<file path="src/rtl/irq_regif_pkg.sv">
package irq_regif_pkg;
  localparam int DATA_W = 8;
  localparam int VB_LSB = 3;
  localparam int VB_W   = DATA_W - VB_LSB;
  localparam int CMD_W  = 3;

  typedef enum logic [2:0] {
    ST_UNINIT = 3'd0,
    ST_W2     = 3'd1,
    ST_W3     = 3'd2,
    ST_W4     = 3'd3,
    ST_READY  = 3'd4
  } seq_state_e;

  typedef enum logic {
    RS_REQ = 1'b0,
    RS_SVC = 1'b1
  } rd_src_e;

  typedef struct packed {
    logic            need_w4;
    logic            single;
    logic            level;
    logic [VB_W-1:0] vbase;
    logic            m86;
    logic            aeoi;
    logic            slave;
    logic            bufd;
    logic            nest;
  } cfg_t;
endpackage

</file>
<file path="src/rtl/irq_init_seq.sv">
module irq_init_seq
  import irq_regif_pkg::*;
(
  input  logic              clk,
  input  logic              rst_n,
  input  logic              start,
  input  logic              wr_hi,
  input  logic [DATA_W-1:0] wdata,
  output cfg_t              cfg,
  output logic              init_done
);
  seq_state_e st_q, st_d;
  cfg_t       cfg_q, cfg_d;
  logic       seq_en;

  assign seq_en = start | wr_hi;

  always_comb begin
    st_d  = st_q;
    cfg_d = cfg_q;
    if (start) begin
      st_d          = ST_W2;
      cfg_d         = '0;
      cfg_d.need_w4 = wdata[0];
      cfg_d.single  = wdata[1];
      cfg_d.level   = wdata[3];
    end else if (wr_hi) begin
      unique case (st_q)
        ST_W2: begin
          cfg_d.vbase = wdata[DATA_W-1:VB_LSB];
          if (!cfg_q.single)       st_d = ST_W3;
          else if (cfg_q.need_w4)  st_d = ST_W4;
          else                     st_d = ST_READY;
        end
        ST_W3: st_d = cfg_q.need_w4 ? ST_W4 : ST_READY;
        ST_W4: begin
          cfg_d.m86   = wdata[0];
          cfg_d.aeoi  = wdata[1];
          cfg_d.slave = wdata[2];
          cfg_d.bufd  = wdata[3];
          cfg_d.nest  = wdata[4];
          st_d        = ST_READY;
        end
        default: st_d = st_q;
      endcase
    end
  end

  always_ff @(posedge clk or negedge rst_n) begin
    if (!rst_n) begin
      st_q  <= ST_UNINIT;
      cfg_q <= '0;
    end else if (seq_en) begin
      st_q  <= st_d;
      cfg_q <= cfg_d;
    end
  end

  assign cfg       = cfg_q;
  assign init_done = (st_q == ST_READY);

  assert_restart_R2: assert property (@(posedge clk) disable iff (!rst_n)
    start |=> (st_q == ST_W2));

  assert_single_skip_R4: assert property (@(posedge clk) disable iff (!rst_n)
    (st_q == ST_W2 && wr_hi && !start && cfg_q.single) |=> (st_q != ST_W3));
endmodule

</file>
<file path="src/rtl/irq_op_decode.sv">
module irq_op_decode
  import irq_regif_pkg::*;
(
  input  logic              clk,
  input  logic              rst_n,
  input  logic              start,
  input  logic              init_done,
  input  logic              wr_lo,
  input  logic              wr_hi,
  input  logic              rd_any,
  input  logic [DATA_W-1:0] wdata,
  output logic [DATA_W-1:0] mask,
  output rd_src_e           rsel,
  output logic              smm,
  output logic              poll_pend,
  output logic              cmd_valid,
  output logic [CMD_W-1:0]  cmd_code,
  output logic [CMD_W-1:0]  cmd_level
);
  logic              op_word, cmd_word, ctl_word, mask_wr;
  logic [DATA_W-1:0] mask_q, mask_d;
  rd_src_e           rsel_q, rsel_d;
  logic              smm_q, smm_d, poll_q, poll_d;
  logic              cv_q;
  logic [CMD_W-1:0]  code_q, lvl_q;

  assign op_word  = wr_lo & ~wdata[4] & init_done;
  assign cmd_word = op_word & ~wdata[3];
  assign ctl_word = op_word &  wdata[3];
  assign mask_wr  = wr_hi & init_done;

  always_comb begin
    mask_d = mask_q;
    rsel_d = rsel_q;
    smm_d  = smm_q;
    poll_d = poll_q;
    if (start) begin
      mask_d = '0;
      rsel_d = RS_REQ;
      smm_d  = 1'b0;
      poll_d = 1'b0;
    end else begin
      if (mask_wr) mask_d = wdata;
      if (rd_any)  poll_d = 1'b0;
      if (ctl_word) begin
        if (wdata[1]) rsel_d = wdata[0] ? RS_SVC : RS_REQ;
        if (wdata[6]) smm_d  = wdata[5];
        if (wdata[2]) poll_d = 1'b1;
      end
    end
  end

  always_ff @(posedge clk or negedge rst_n) begin
    if (!rst_n) begin
      mask_q <= '0;
      rsel_q <= RS_REQ;
      smm_q  <= 1'b0;
      poll_q <= 1'b0;
    end else begin
      mask_q <= mask_d;
      rsel_q <= rsel_d;
      smm_q  <= smm_d;
      poll_q <= poll_d;
    end
  end

  always_ff @(posedge clk or negedge rst_n) begin
    if (!rst_n) begin
      cv_q   <= 1'b0;
      code_q <= '0;
      lvl_q  <= '0;
    end else begin
      cv_q <= cmd_word;
      if (cmd_word) begin
        code_q <= wdata[7:5];
        lvl_q  <= wdata[2:0];
      end
    end
  end

  assign mask      = mask_q;
  assign rsel      = rsel_q;
  assign smm       = smm_q;
  assign poll_pend = poll_q;
  assign cmd_valid = cv_q;
  assign cmd_code  = code_q;
  assign cmd_level = lvl_q;

  assert_mask_hold_R6: assert property (@(posedge clk) disable iff (!rst_n)
    (wr_hi && !init_done && !start) |=> $stable(mask_q));

  assert_no_cmd_early_R11: assert property (@(posedge clk) disable iff (!rst_n)
    !init_done |=> !cv_q);

  assert_poll_clear_R10: assert property (@(posedge clk) disable iff (!rst_n)
    (rd_any && poll_q && !(ctl_word && wdata[2])) |=> !poll_q);
endmodule

</file>
<file path="src/rtl/irq_rd_mux.sv">
module irq_rd_mux
  import irq_regif_pkg::*;
(
  input  logic              addr,
  input  logic              poll_pend,
  input  rd_src_e           rsel,
  input  logic [DATA_W-1:0] mask,
  input  logic [DATA_W-1:0] irq_req,
  input  logic [DATA_W-1:0] irq_svc,
  input  logic [DATA_W-1:0] poll_code,
  output logic [DATA_W-1:0] rdata
);
  always_comb begin
    if (poll_pend)          rdata = poll_code;
    else if (addr)          rdata = mask;
    else if (rsel == RS_SVC) rdata = irq_svc;
    else                    rdata = irq_req;
  end
endmodule

</file>
<file path="src/rtl/irq_regif.sv">
module irq_regif
  import irq_regif_pkg::*;
(
  input  logic        clk,
  input  logic        rst_n,
  input  logic        sel,
  input  logic        addr,
  input  logic        wr_stb,
  input  logic        rd_stb,
  input  logic [7:0]  wdata,
  output logic [7:0]  rdata,
  input  logic [7:0]  irq_req,
  input  logic [7:0]  irq_svc,
  input  logic [7:0]  poll_code,
  output logic        trig_level,
  output logic        single_mode,
  output logic [4:0]  vec_base,
  output logic        mode_86,
  output logic        auto_eoi,
  output logic        slave_sel,
  output logic        buf_mode,
  output logic        nest_mode,
  output logic        init_done,
  output logic [7:0]  mask,
  output logic        special_mask,
  output logic        poll_active,
  output logic        cmd_valid,
  output logic [2:0]  cmd_code,
  output logic [2:0]  cmd_level
);
  logic    rst_meta, rst_sync;
  logic    wr_lo, wr_hi, rd_any, start;
  cfg_t    cfg;
  rd_src_e rsel;

  always_ff @(posedge clk or negedge rst_n) begin
    if (!rst_n) begin
      rst_meta <= 1'b0;
      rst_sync <= 1'b0;
    end else begin
      rst_meta <= 1'b1;
      rst_sync <= rst_meta;
    end
  end

  assign wr_lo  = sel & wr_stb & ~addr;
  assign wr_hi  = sel & wr_stb &  addr;
  assign rd_any = sel & rd_stb;
  assign start  = wr_lo & wdata[4];

  irq_init_seq u_seq (
    .clk       (clk),
    .rst_n     (rst_sync),
    .start     (start),
    .wr_hi     (wr_hi),
    .wdata     (wdata),
    .cfg       (cfg),
    .init_done (init_done)
  );

  irq_op_decode u_dec (
    .clk       (clk),
    .rst_n     (rst_sync),
    .start     (start),
    .init_done (init_done),
    .wr_lo     (wr_lo),
    .wr_hi     (wr_hi),
    .rd_any    (rd_any),
    .wdata     (wdata),
    .mask      (mask),
    .rsel      (rsel),
    .smm       (special_mask),
    .poll_pend (poll_active),
    .cmd_valid (cmd_valid),
    .cmd_code  (cmd_code),
    .cmd_level (cmd_level)
  );

  irq_rd_mux u_mux (
    .addr      (addr),
    .poll_pend (poll_active),
    .rsel      (rsel),
    .mask      (mask),
    .irq_req   (irq_req),
    .irq_svc   (irq_svc),
    .poll_code (poll_code),
    .rdata     (rdata)
  );

  assign trig_level  = cfg.level;
  assign single_mode = cfg.single;
  assign vec_base    = cfg.vbase;
  assign mode_86     = cfg.m86;
  assign auto_eoi    = cfg.aeoi;
  assign slave_sel   = cfg.slave;
  assign buf_mode    = cfg.bufd;
  assign nest_mode   = cfg.nest;
endmodule

</file>
<file path="config.mk">
export PLATFORM = sky130hd
export DESIGN_NAME = irq_regif
export DESIGN_NICKNAME = d
export VERILOG_FILES = /design/src/rtl/irq_regif_pkg.sv /design/src/rtl/irq_init_seq.sv /design/src/rtl/irq_op_decode.sv /design/src/rtl/irq_rd_mux.sv /design/src/rtl/irq_regif.sv
export SDC_FILE = /design/constraint.sdc
export NUM_CORES = 1
export LEC_CHECK = 0
export BUFFER_PORTS_ARGS = -buffer_cell sky130_fd_sc_hd__buf_4
export CAP_MARGIN = 20
export CORE_MARGIN = 2
export CORE_UTILIZATION = 48
export DETAILED_ROUTE_END_ITERATION = 8
export PLACE_DENSITY = 0.8
export SYNTH_ARGS = -nofsm -noshare
export SYNTH_HDL_FRONTEND = slang
export SYNTH_HIERARCHICAL = 1
export SYNTH_SLANG_ARGS = --single-unit
</file>
<file path="constraint.sdc">
create_clock -name clk -period 1.37 [get_ports clk]
set_clock_uncertainty 0.15 [all_clocks]
set_input_delay 0.2055 -clock clk [delete_from_list [all_inputs] [get_ports clk]]
set_output_delay 0.2055 -clock clk [all_outputs]
set_load 0.01 [all_outputs]
</file>
==> metrics.yaml, run 1 <==
worstSkewPairLatency_ns: 0.29
critPathMaxFanout: 5
end_kind: "output pin"
rows: 22
period_share_pct: 126
fin_crit_ns: 1.73
hold_class: "in2reg"
ios: 76
dieHeight_um: 66.5
ir_drop_v: 0.00116
dieArea_um2: 4420
reg2reg_setup_slack_ns: -0.26
hold_path.startpoint: "wdata[7]"
cts_buffers: 5
vias: 1771
grt_max_degree: 35
path_clk_slew_ns: 0.07
hold_path_end: "u_dec/cmd_code[2]"
htreeDepth: 2
antenna_found_initial: 0
syn-instance-count: 171
yosysSeqAreaShare_pct: 48.0
worstSetupStartpointType: "flip-flop"
clockRootBuffer: "clkbuf_8"
die_x_um: 66.5
place_hpwl_mm: 3.51
nNetsFinal: 314
fmax_ghz: 0.577
rr_worst_depth: 4
async_reset_ff_share_pct: 100
p_per_area_nw_per_um2: 1140
drt_wl_total_mm: 5.63
ant_nets: 0
grt_pass1_vias: 1705
grt_pass1_wl_mm: 8.05
placed_cells: 306
grtUsageTotal_pct: 24.9
synth_common_cells: "36 x dfrtp_1, 18 x mux2i_1, 14 x a21oi_1"
synth_area_leader_cell: "dfrtp_1"
post_drt_via_cell_ratio: 5.45
drcViolationCount: 0
setup_viol: 33
layout_setup_ws_ns: -0.363
multi_input_area_um2: 1080
core-area_um2: 3720
seq_area_um2: 903
grt_remaining_overflow: 0
ys_ff_latch: 36
n_fill_cell: 223
yosys_warnings: 6
drtPass1Iterations: 4
crit_path_top_delay_cell: "dfrtp_2"
hold_depth: 2
tritoncts: "done"
cp_slowest_stage_delay_ns: 0.43
clockBufferDepth: 2
rsz0062_at_grt: "true"
crit_chain: "buf_12 -> mux2i_1 -> a221oi_2 -> buf_4"
synth_most_common_cell: "dfrtp_1"
yosys-top-cells-area: "dfrtp_1 48%, mux2i_1 9.6%, mux2_4 4.8%, a21oi_1 3.7%, nor3b_1 3.6%"
r2r-end: "u_dec/cmd_level[1]"
criticalPathCategory: "reg2out"
pre_cts_slack_ns: -0.281
leakage_nw: 1.49
run_status: "complete, but fails checks"
antennaDiodeCount: 0
r2r_start: "u_seq/st_q[0]"
synth_top_area_share_pct: 48.0
hold_viol: 0
postSynthNetCount: 209
final_max_slew_viol_count: 0
drive_above_1_share_pct: 61.0
ys.flop_type: "dfrtp_1"
ys_types: 36
crit_required_ns: 1.01
avgSynthCellArea_um2: 11.0
syn-cell-area_um2: 1880
start_util_pct: 50.5
avgRoutedWirePerCell_um: 17.3
cap_violations: 0
cts_num_sinks: 36
area_growth_pct: 63.1
numPortBuffers: 75
violations: "negative setup slack"
stdcell_count: 325
place_congestion: 0.762
worstPathArrival_ns: 1.38
synth_enable_flop_cells: 0
drt_iter0_drc: 56
-- power by group --
group / switching (W) / internal, W
Clock: 0.000378 / 0.000408
Sequential: 0.000155 / 0.00126
Combinational: 0.000583 / 0.000709
Total: 0.00112 / 0.00238
-- routing by layer --
layer  up-vias  global-route usage [%]  part of all wire (%)
met1       866                    28.6                    38
met4         0                    8.67                   1.0
li1        812                       -                     -
met5         -                       0                     0
met2        86                    42.4                    51
met3         7                    9.29                   9.7
-- repair_timing --
| item | CTS | global route |
|---|---|---|
| pin swaps | 14 | 14 |
| setup buffers | 7 | 6 |
| gates resized for setup | 25 | 40 |
| endpoints found under the setup margin | 38 | 40 |
| hold endpoints to repair | 2 | 0 |
| hold buffers | 1 | 0 |
-- registers in the layout (all words and copies together) (netlist names) --
register and cells:
u_seq/st_q 3, u_dec/poll_pend 1, rst_sync 1, u_dec/smm 1
u_dec/cmd_level 3, u_dec/mask 8, u_dec/cmd_valid 1, u_dec/rsel 1
u_seq/cfg 13, rst_meta 1, u_dec/cmd_code 3
-- logic make-up after synthesis --
logic type	count (synthesis)	share of synthesized area, %
and+or+nand+nor	63	19.8
buffers and inverters	15	5.27
other	1	0.200
muxes	26	15.6
AOI/OAI and AO/OA	30	11.1
DFF	36	48.0
-- through the flow --
stage / utilization (%) / cell area, um2 / hold WS, ns / total power (W) / setup TNS [ns]
after detailed placement: 70.1 / 2610 / -0.160 / 0.00247 / -7.29
after floorplan: - / 1890 / -0.240 / 0.00198 / -3.89
after global routing: 82.3 / 3060 / 0.0208 / 0.00370 / -8.09
after global placement: 70.1 / 2610 / -0.162 / 0.00244 / -6.15
final: 82.3 / 3060 / 0.0357 / 0.00350 / -6.15
after CTS: 77.5 / 2880 / 0.0125 / 0.00345 / -7.51
-- cell type report --
type                            instances  area share (%)
Multi-Input combinational cell        120            35.4
Timing Repair Buffer                  109            29.6
Sequential cell                        36            29.5
Clock buffer                            7            2.82
Tap cell                               48            1.96
Inverter                                4           0.491
Clock inverter                          1           0.245
-- critical path, delay by kind of cell, from the launching register on --
family,cells,cell delay [ns]
flip-flops,1,0.43
buffers and inverters,2,0.30
multiplexers,1,0.12
AO/OA/AOI/OAI,1,0.23
-- placed cells by master, fill, tap and decap left out, types with 2 or more instances in the layout --
cell type / netlist / layout
nor2b_1: 10 / 7
a41o_1: 2 / 2
a211oi_2: 1 / 7
buf_4: 3 / 88
mux2i_1: 18 / 16
nand3_1: 8 / 5
inv_1: 4 / 4
nand2b_1: 3 / 3
dfrtp_1: 36 / 34
mux2i_2: 0 / 2
nor2b_4: 0 / 3
o21ai_0: 2 / 2
nor3b_2: 0 / 6
mux2_2: 2 / 2
a21oi_2: 0 / 10
buf_6: 4 / 19
nand2_1: 11 / 9
nor3b_1: 9 / 2
dfrtp_2: 0 / 2
a21oi_1: 14 / 4
nor2_1: 12 / 12
clkbuf_8: 0 / 6
nand3_2: 0 / 3
mux2_4: 6 / 6
-- worst max-delay path by stage --
stage	from	to	depth (start not counted)
2_1_floorplan	u_seq/st_q[1]	u_dec/cmd_code[0]	5
3_3_place_gp	addr	u_dec/cmd_level[2]	5
3_5_place_dp	addr	u_dec/cmd_code[0]	5
4_1_cts	u_dec/rsel	rdata[3]	4
5_1_grt	u_dec/rsel	rdata[3]	4
6_report	u_dec/rsel	rdata[5]	4
No activity file was read; power rests on OpenSTA's default activity.
==> run 2, diff against run 1 <==
--- a/config.mk
+++ b/config.mk
@@ -10,6 +10,7 @@
 export CORE_MARGIN = 2
 export CORE_UTILIZATION = 48
 export DETAILED_ROUTE_END_ITERATION = 8
+export MAX_ROUTING_LAYER = met4
 export PLACE_DENSITY = 0.8
 export SYNTH_ARGS = -nofsm -noshare
 export SYNTH_HDL_FRONTEND = slang
==> metrics.yaml, run 2 (same netlist as run 1, synthesis figures left out) <==
dieHeight_um: 66.5  # unchanged
clockBufferDepth: 2  # unchanged
dieArea_um2: 4420  # unchanged
final_common_cell: "buf_4"
vias: 1797  # +1.5%
crit_path_top_delay_cell: "dfrtp_2"
final_core_util_pct: 82.3  # unchanged
leakage_nw: 1.49  # unchanged
cts_buffers: 5  # unchanged
place_congestion: 0.772  # +1.3%
worstSkewPairLatency_ns: 0.28  # about the same
path_clk_slew_ns: 0.07  # about the same
final_cell_area_um2: 3060  # unchanged
numPortBuffers: 75  # unchanged
grt_pass1_vias: 1690  # -0.88%
drtPass1Iterations: 4  # unchanged
post_drt_via_cell_ratio: 5.53  # +1.5%
grtUsageTotal_pct: 25.7  # +0.82 points
run_status: "complete, but fails checks"
grt_remaining_overflow: 0  # unchanged
core-area_um2: 3720  # unchanged
hold_depth: 2  # unchanged
p_per_area_nw_per_um2: 1140  # about the same
rows: 22  # unchanged
period_share_pct: 126  # -0.41 points
cts_num_sinks: 36  # unchanged
layout_setup_ws_ns: -0.357  # +0.00567 ns
fmax_ghz: 0.579  # +0.33%
avgRoutedWirePerCell_um: 17.4  # +0.30%
violations: "negative setup slack"
ir_drop_v: 0.00116  # +0.26%
end_kind: "output pin"
drcViolationCount: 0  # unchanged
start_util_pct: 50.5  # unchanged
drive_above_1_share_pct: 61.0  # unchanged
setup_viol: 33  # unchanged
stdcell_count: 325  # unchanged
r2r_start: "u_seq/st_q[0]"
reg2reg_setup_slack_ns: -0.26  # about the same
hold_path_end: "u_dec/cmd_code[2]"
cp_slowest_stage_delay_ns: 0.43  # about the same
nNetsFinal: 314  # unchanged
rsz0062_at_grt: "true"
p_total_w: 0.00349  # about the same
ios: 76  # unchanged
r2r-end: "u_dec/cmd_level[1]"
die_x_um: 66.5  # unchanged
hold_viol: 0  # unchanged
placed_cells: 306  # unchanged
final_cell_mix: "88 x buf_4, 34 x dfrtp_1, 19 x buf_6"
clockRootBuffer: "clkbuf_8"
place_area_um2: 2610  # unchanged
antenna_found_initial: 0  # unchanged
ant_nets: 0  # unchanged
hold_path.startpoint: "wdata[7]"
critPathBufInv: 2  # unchanged
rr_worst_depth: 4  # unchanged
area_growth_pct: 63.1  # unchanged
criticalPathCategory: "reg2out"
tritoncts: "done"
grt_pass1_wl_mm: 8.09  # +0.42%
worstPathArrival_ns: 1.37  # about the same
antennaDiodeCount: 0  # unchanged
fin_crit_ns: 1.73  # -0.00567 ns
hold_class: "in2reg"
largest_reg_flops: 13  # unchanged
drt_iter0_drc: 57  # +1.8%
crit_chain: "buf_12 -> mux2i_1 -> a221oi_2 -> buf_4"
grt_max_degree: 35  # unchanged
crit_required_ns: 1.01  # about the same
critPathMaxFanout: 5  # unchanged
pre_cts_slack_ns: -0.281  # unchanged
place_hpwl_mm: 3.51  # unchanged
cap_violations: 0  # unchanged
htreeDepth: 2  # unchanged
final_max_slew_viol_count: 0  # unchanged
crit_family: "flip-flops"
drt_wl_total_mm: 5.65  # +0.30%
worstSetupStartpointType: "flip-flop"
-- run 2: cell counts in the layout (fill, tap and decap cells not counted) --
Identical to the previous run, type by type.
-- run 2: worst reg2reg max path, stage by stage, from the launching register on --
cell and delay (ns):
dfrtp_1 0.41, nor3b_4 0.22, nor4bb_4 0.25, buf_6 0.19
mux2_4 0.31
-- run 2: through the flow --
step | hold WS, ns | setup TNS (ns)
global placement | -0.162 | -6.15
floorplan | -0.240 | -3.89
detailed placement | -0.160 | -7.29
global route | 0.0242 | -8.06
finish | 0.0403 | -6.29
CTS | 0.0125 | -7.51
-- run 2: metal layers --
metal / share of wire [%] / GRT usage, % / up-vias / routed length (um)
met5: 0 / - / - / 0
met4: 1.5 / 11.7 / 0 / 87
met3: 11 / 6.93 / 11 / 624
met2: 50 / 42.1 / 110 / 2810
met1: 38 / 29.5 / 862 / 2120
li1: - / - / 814 / -
-- run 2: how the worst max path moves through the flow --
stage	startpoint	endpoint	cells past startpoint
6_report	u_dec/rsel	rdata[5]	4
5_1_grt	u_dec/rsel	rdata[3]	4
4_1_cts	u_dec/rsel	rdata[3]	4
3_5_place_dp	addr	u_dec/cmd_code[0]	5
3_3_place_gp	addr	u_dec/cmd_level[2]	5
2_1_floorplan	u_seq/st_q[1]	u_dec/cmd_code[0]	5
-- run 2: cell type report --
type	instances	area (um2)
clock inverters	1	7.51
clock buffers	7	86.3
well taps	48	60.1
repair buffers	109	905
multi-input cells	120	1080
fillers	223	657
flip-flops and latches	36	903
inverters	4	15.0
-- run 2: repair_timing --
| action | in CTS | in global routing |
|---|---|---|
| gates cloned | 0 | 0 |
| resized for setup | 25 | 40 |
| hold endpoints to repair | 2 | 0 |
| hold buffers | 1 | 0 |
| setup buffers | 7 | 6 |
| setup endpoints to repair | 38 | 40 |
| pin swaps | 14 | 14 |
-- run 2: where the power goes --
| group | switching, W | leakage [nW] | internal, W |
|---|---|---|---|
| logic | 0.000586 | 0.967 | 0.000709 |
| clock network | 0.000371 | 0.0445 | 0.000408 |
| registers | 0.000156 | 0.478 | 0.00126 |
